**config.mk**
```make
export PLATFORM = sky130hd
export DESIGN_NAME = i2s_clkgen
export DESIGN_NICKNAME = d
export VERILOG_FILES = /design/src/rtl/i2s_clk_pkg.sv /design/src/rtl/i2s_bclk_div.sv /design/src/rtl/i2s_frame_div.sv /design/src/rtl/i2s_slave_edge.sv /design/src/rtl/i2s_clkgen.sv
export SDC_FILE = /design/constraint.sdc
export NUM_CORES = 1
export LEC_CHECK = 0
export ABC_AREA = 0
export BUFFER_PORTS_ARGS = -buffer_cell sky130_fd_sc_hd__clkbuf_2
export CAP_MARGIN = 40
export CELL_PAD_IN_SITES_DETAIL_PLACEMENT = 1
export CELL_PAD_IN_SITES_GLOBAL_PLACEMENT = 1
export CORE_MARGIN = 2
export CORE_UTILIZATION = 46
export CTS_BUF_LIST = sky130_fd_sc_hd__clkbuf_16
export CTS_CLUSTER_DIAMETER = 50
export DETAILED_ROUTE_END_ITERATION = 12
export PLACE_DENSITY_LB_ADDON = 0.1
export SYNTH_ARGS = -nofsm -noshare
export SYNTH_HDL_FRONTEND = slang
export SYNTH_HIERARCHICAL = 1
export SYNTH_SLANG_ARGS = --single-unit
export TNS_END_PERCENT = 100
```
**constraint.sdc**
```tcl
create_clock -name clk_i -period 5.1 [get_ports clk_i]
set_input_delay 1.02 -clock clk_i [delete_from_list [all_inputs] [get_ports clk_i]]
set_output_delay 1.02 -clock clk_i [all_outputs]
set_load 0.03 [all_outputs]
```
**src/rtl/i2s_clk_pkg.sv**
```systemverilog
package i2s_clk_pkg;
  parameter int unsigned MAX_BITS = 128;
  localparam int unsigned BIT_W = $clog2(MAX_BITS);

  typedef enum logic [1:0] {FR_32 = 2'd0, FR_64 = 2'd1, FR_128 = 2'd2, FR_128B = 2'd3} frame_sel_e;

  typedef struct packed {
    logic       div4;
    frame_sel_e fsel;
  } ratio_t;

  // index of the last bit-clock period in a frame
  function automatic logic [BIT_W-1:0] last_bit(frame_sel_e sel);
    case (sel)
      FR_32:   last_bit = BIT_W'(31);
      FR_64:   last_bit = BIT_W'(63);
      default: last_bit = BIT_W'(MAX_BITS - 1);
    endcase
  endfunction
endpackage

```
**src/rtl/i2s_bclk_div.sv**
```systemverilog
module i2s_bclk_div #(
  parameter int unsigned HALF_MAX = 2
) (
  input  logic clk_i,
  input  logic rst_ni,
  input  logic run_i,
  input  logic gate_i,
  input  logic div4_i,
  output logic bclk_q_o,
  output logic rise_o,
  output logic fall_o
);
  localparam int unsigned HW = (HALF_MAX > 1) ? $clog2(HALF_MAX) : 1;

  logic [HW-1:0] half_cnt;
  logic [HW-1:0] half_last;
  logic          at_term;

  assign half_last = div4_i ? HW'(HALF_MAX - 1) : '0;
  assign at_term   = (half_cnt == half_last);
  assign rise_o    = run_i && at_term && !bclk_q_o && gate_i;
  assign fall_o    = run_i && at_term && bclk_q_o;

  always_ff @(posedge clk_i or negedge rst_ni) begin
    if (!rst_ni) begin
      half_cnt <= '0;
      bclk_q_o <= 1'b0;
    end else if (!run_i) begin
      half_cnt <= '0;
      bclk_q_o <= 1'b0;
    end else if (!bclk_q_o && !gate_i) begin
      half_cnt <= '0;   // parked at idle level
    end else if (at_term) begin
      half_cnt <= '0;
      bclk_q_o <= ~bclk_q_o;
    end else begin
      half_cnt <= half_cnt + 1'b1;
    end
  end
endmodule

```
**src/rtl/i2s_frame_div.sv**
```systemverilog
module i2s_frame_div
  import i2s_clk_pkg::*;
(
  input  logic       clk_i,
  input  logic       rst_ni,
  input  logic       run_i,
  input  logic       step_i,
  input  frame_sel_e fsel_i,
  output logic       lr_q_o,
  output logic       frame_end_o
);
  logic [BIT_W-1:0] bit_cnt;
  logic [BIT_W-1:0] last;
  logic [BIT_W-1:0] mid;

  assign last        = last_bit(fsel_i);
  assign mid         = last >> 1;
  assign frame_end_o = step_i && (bit_cnt == last);

  always_ff @(posedge clk_i or negedge rst_ni) begin
    if (!rst_ni) begin
      bit_cnt <= '0;
      lr_q_o  <= 1'b0;
    end else if (!run_i) begin
      bit_cnt <= '0;
      lr_q_o  <= 1'b0;
    end else if (step_i) begin
      bit_cnt <= frame_end_o ? '0 : bit_cnt + 1'b1;
      if (bit_cnt == mid || bit_cnt == last) lr_q_o <= ~lr_q_o;
    end
  end
endmodule

```
**src/rtl/i2s_slave_edge.sv**
```systemverilog
module i2s_slave_edge #(
  parameter int unsigned SYNC = 2
) (
  input  logic clk_i,
  input  logic rst_ni,
  input  logic ext_i,
  input  logic inv_i,
  output logic rise_o,
  output logic fall_o
);
  logic [SYNC:0] sh;
  logic          cur, prev;

  always_ff @(posedge clk_i or negedge rst_ni) begin
    if (!rst_ni) sh <= '0;
    else         sh <= {sh[SYNC-1:0], ext_i};
  end

  assign cur    = sh[SYNC-1] ^ inv_i;
  assign prev   = sh[SYNC] ^ inv_i;
  assign rise_o = cur & ~prev;
  assign fall_o = prev & ~cur;
endmodule

```
**src/rtl/i2s_clkgen.sv**
```systemverilog
module i2s_clkgen
  import i2s_clk_pkg::*;
#(
  parameter int unsigned SYNC = 2
) (
  input  logic       clk_i,
  input  logic       rst_ni,
  input  logic       en_i,
  input  logic       master_i,
  input  logic       div4_i,
  input  logic [1:0] frame_sel_i,
  input  logic       bclk_inv_i,
  input  logic       lr_inv_i,
  input  logic       free_run_i,
  input  logic       busy_i,
  input  logic       ext_bclk_i,
  input  logic       ext_lrclk_i,
  output logic       bclk_o,
  output logic       lrclk_o,
  output logic       launch_o,
  output logic       sample_o
);
  logic   run, gate;
  ratio_t act;
  logic   m_bclk, m_rise, m_fall, m_lr, frame_end;
  logic   s_rise, s_fall;

  assign run  = en_i && master_i;
  assign gate = free_run_i || busy_i;

  // ratios are shadowed and only reloaded at a frame boundary while running
  always_ff @(posedge clk_i or negedge rst_ni) begin
    if (!rst_ni)                 act <= '{div4: 1'b0, fsel: FR_32};
    else if (!run || frame_end)  act <= '{div4: div4_i, fsel: frame_sel_e'(frame_sel_i)};
  end

  i2s_bclk_div u_bdiv (
    .clk_i   (clk_i),
    .rst_ni  (rst_ni),
    .run_i   (run),
    .gate_i  (gate),
    .div4_i  (act.div4),
    .bclk_q_o(m_bclk),
    .rise_o  (m_rise),
    .fall_o  (m_fall)
  );

  i2s_frame_div u_fdiv (
    .clk_i      (clk_i),
    .rst_ni     (rst_ni),
    .run_i      (run),
    .step_i     (m_fall),
    .fsel_i     (act.fsel),
    .lr_q_o     (m_lr),
    .frame_end_o(frame_end)
  );

  i2s_slave_edge #(.SYNC(SYNC)) u_sedge (
    .clk_i (clk_i),
    .rst_ni(rst_ni),
    .ext_i (ext_bclk_i),
    .inv_i (bclk_inv_i),
    .rise_o(s_rise),
    .fall_o(s_fall)
  );

  always_ff @(posedge clk_i or negedge rst_ni) begin
    if (!rst_ni) begin
      launch_o <= 1'b0;
      sample_o <= 1'b0;
    end else begin
      launch_o <= en_i && (master_i ? m_fall : s_fall);
      sample_o <= en_i && (master_i ? m_rise : s_rise);
    end
  end

  assign bclk_o  = master_i ? (m_bclk ^ bclk_inv_i) : ext_bclk_i;
  assign lrclk_o = master_i ? (m_lr ^ lr_inv_i) : ext_lrclk_i;
endmodule

```
==> impl_metrics.env <==
export IMPL_grt_max_degree=19
export IMPL_cp_top_family="simple AND/OR/NAND/NOR gates"
export IMPL_cts_setup_buffers=0
export IMPL_dp_worst_setup_slack_ps=2000
export IMPL_slowest_stage="and2_1"
export IMPL_cellPowerDensity_nw_per_um2=291
export IMPL_avgViaCountPerCell=5.48
export IMPL_ys_async_sr_fraction=1.00
export IMPL_synth_cells=91
export IMPL_dpl_instance_area_sq_um=1110
export IMPL_finalHoldViolCount=0
export IMPL_path_max_fanout=15
export IMPL_synth_enable_flop_cells=0
export IMPL_antenna_found_initial=0
export IMPL_first_pass_iters=4
export IMPL_critPathMaxStageDelay_ps=480
export IMPL_min_path_type="reg -> reg"
export IMPL_yosys_top_cells_count="dfrtp_1 (18), inv_1 (5), mux2i_1 (5), nand2_1 (5), nand3_1 (5)"
export IMPL_drc_errors=0
export IMPL_maxCapViolCount=0
export IMPL_synth_main_ff_cell="dfrtp_1"
export IMPL_fin_tns_setup_ps=0
export IMPL_skew_ps=2.97
export IMPL_max_freq_mhz=348
export IMPL_grt_pass1_wl_um=3690
export IMPL_p_sw_frac=0.226
export IMPL_synthesis_area_sq_um=1020
export IMPL_start_kind="input port"
export IMPL_required_ps=5230
export IMPL_seqPwrFrac=0.439
export IMPL_die_h_um=51.2
export IMPL_syn_to_final_growth_pct=16.4
export IMPL_whs_path_depth=0
export IMPL_drv_slew=0
export IMPL_rows=17
export IMPL_clk_latency_ps=250
export IMPL_rsz0062_at_grt="false"
export IMPL_syn_area_per_cell_sq_um=11.2
export IMPL_critPathKind="in -> reg"
export IMPL_power_frac_clock=0.455
export IMPL_vdd_ir_drop_max_v=0.000186
export IMPL_track_usage=0.205
export IMPL_synth_warnings=6
export IMPL_postCtsResizedCells=0
export IMPL_ios=17
export IMPL_syn_nets=106
export IMPL_fin_crit_ps=2880
export IMPL_setup_viol=0
export IMPL_root_buffer="clkbuf_16"
export IMPL_clock_sinks=18
export IMPL_drive_gt1_frac=0.287
export IMPL_synth_top_area_frac=0.440
export IMPL_numPortBuffers=16
export IMPL_finalNonFillerCells=136
export IMPL_htreeDepth=1
export IMPL_cp_end_kind="flop"
export IMPL_register_area_sq_um=450
export IMPL_dr_total_vias=745
export IMPL_drt_iter0_markers=6
export IMPL_critPathBufInv=2
export IMPL_hold_slack_ps=356
export IMPL_yosys_area_top_type="dfrtp_1"
export IMPL_p_leak_nw=0.567
export IMPL_core_sq_um=2150
export IMPL_cp_data_arrival_time_ps=3010
export IMPL_design_area_sq_um=1190
export IMPL_crit_top_cell="and2_1"
export IMPL_outcome="finished, final reports clean"
export IMPL_crit_cells=8
export IMPL_synth_distinct_cells=38
export IMPL_nNetsFinal=124
export IMPL_period_share=0.564
export IMPL_die_area_sq_um=2620
export IMPL_place_hpwl_um=1530
export IMPL_holdBufCountCts=0
export IMPL_drtAntennaViolNets=0
export IMPL_fillCellCount=237
export IMPL_drt_wirelength_per_cell_um=16.1
export IMPL_path_cells="clkbuf_2 -> and2_1 -> and3_2 -> and2_1 -> o311ai_4 -> inv_1 -> nand3b_4 -> mux2_4"
export IMPL_multiInputGateArea_sq_um=528
export IMPL_yosysSeqAreaShare=0.440
export IMPL_grt_overflow_total=0
export IMPL_wl_um=2180
export IMPL_power_switching_mw=0.0782
export IMPL_grt_pass1_vias=782
export IMPL_setup_ws_ps=2220
export IMPL_numCtsBuffers=3
export IMPL_clkSlewWorstSetupHoldPaths_ps=50
export IMPL_synth_area_top_cells="dfrtp_1 (44%), mux2i_1 (4.9%), mux2_4 (4.4%)"
export IMPL_dp_cells=132
export IMPL_place_gp_congestion=0.861
export IMPL_antenna_cells=0
export IMPL_die_w_um=51.2
export IMPL_p_comb_frac=0.106
export IMPL_cts_tree="done"
export IMPL_worstMarginPinSlew_ps=536
export IMPL_power_internal_mw=0.268
export IMPL_synth_most_common_cell="dfrtp_1"
export IMPL_synth_seq_cells=18
export IMPL_rr_worst_depth=7
export IMPL_slew_headroom=0.640
export IMPL_start_util=0.476
export IMPL_clockBufferDepth=2
-- power groups by stage --
| stage | registers (mW) | clock network (mW) | logic [mW] |
|---|---|---|---|
| 2_1_floorplan | 0.154 | 0 | 0.0228 |
| 3_3_place_gp | 0.154 | 0 | 0.0358 |
| 3_5_place_dp | 0.154 | 0 | 0.0368 |
| 4_1_cts | 0.152 | 0.161 | 0.0372 |
| 5_1_grt | 0.153 | 0.168 | 0.0403 |
| 6_report | 0.152 | 0.158 | 0.0366 |
-- cell type report --
type | count | area share
multi-input cells | 65 | 0.443
inverters | 5 | 0.0158
well taps | 28 | 0.0294
clock inverters | 1 | 0.00315
repair buffers | 16 | 0.0672
clock buffers | 3 | 0.0630
flip-flops and latches | 18 | 0.378
-- metal layers --
layer  vias up  global-route usage  share of wire
met3         4              0.0526          0.040
li1        358                   -              -
met2        14               0.329           0.50
met4         0               0.135          0.027
met5         -                   0              0
met1       369               0.242           0.43
-- cell usage in the layout (no fill, tap or decap), types with 2 or more instances in the layout --
cell type,count
and3_2,2
nor2_1,3
ha_1,2
nor3_1,2
a21oi_1,2
nand2_1,5
clkbuf_2,16
xnor2_1,4
nand3_1,5
dfrtp_1,18
mux2i_1,5
inv_1,5
o21ai_1,2
and3_1,2
and2_1,3
clkbuf_16,3
mux2_4,3
nand2b_1,3
nor2b_1,3
-- sequential cells by signal (all words and copies together), names as in the netlist --
name             cells
u_fdiv/bit_cnt       7
u_bdiv/half_cnt      1
launch_o             1
u_fdiv/lr_q_o        1
act                  3
u_sedge/sh           3
u_bdiv/bclk_q_o      1
sample_o             1
-- per-stage QoR --
step	util	power, mW
3_3_place_gp	0.518	0.190
5_1_grt	0.554	0.361
3_5_place_dp	0.518	0.191
6_report	0.554	0.346
2_1_floorplan	-	0.177
4_1_cts	0.554	0.351
-- worst paths after layout --
path / start / end / slack (ps)
max: master_i / act[2] / 2220
min: u_sedge/sh[0] / u_sedge/sh[1] / 360
max reg2reg: act[2] / act[2] / 3050
min reg2reg: u_sedge/sh[0] / u_sedge/sh[1] / 360
max in group asynchronous: rst_ni / act[2] / 4080
min in group asynchronous: rst_ni / u_fdiv/bit_cnt[3] / 710
-- cells by family (layout without fill, tap and decap cells) --
kind of cell	Yosys count	in the layout	share of synthesized area
flops	18	18	0.440
fa+ha+maj	2	2	0.0244
compound gates	12	12	0.110
simple gates	39	39	0.254
buf+inv	8	25	0.0440
xor+xnor	4	4	0.0342
mux	8	8	0.0929
-- worst register-to-register path, cell delays in order, from the launching register on --
cell and delay, ps:
dfrtp_1 380, ha_1 320, and3_2 250, and2_1 230, o311ai_4 200, inv_1 90, nand3b_4 160, mux2_4 300
(Power assumes the default switching activity.)
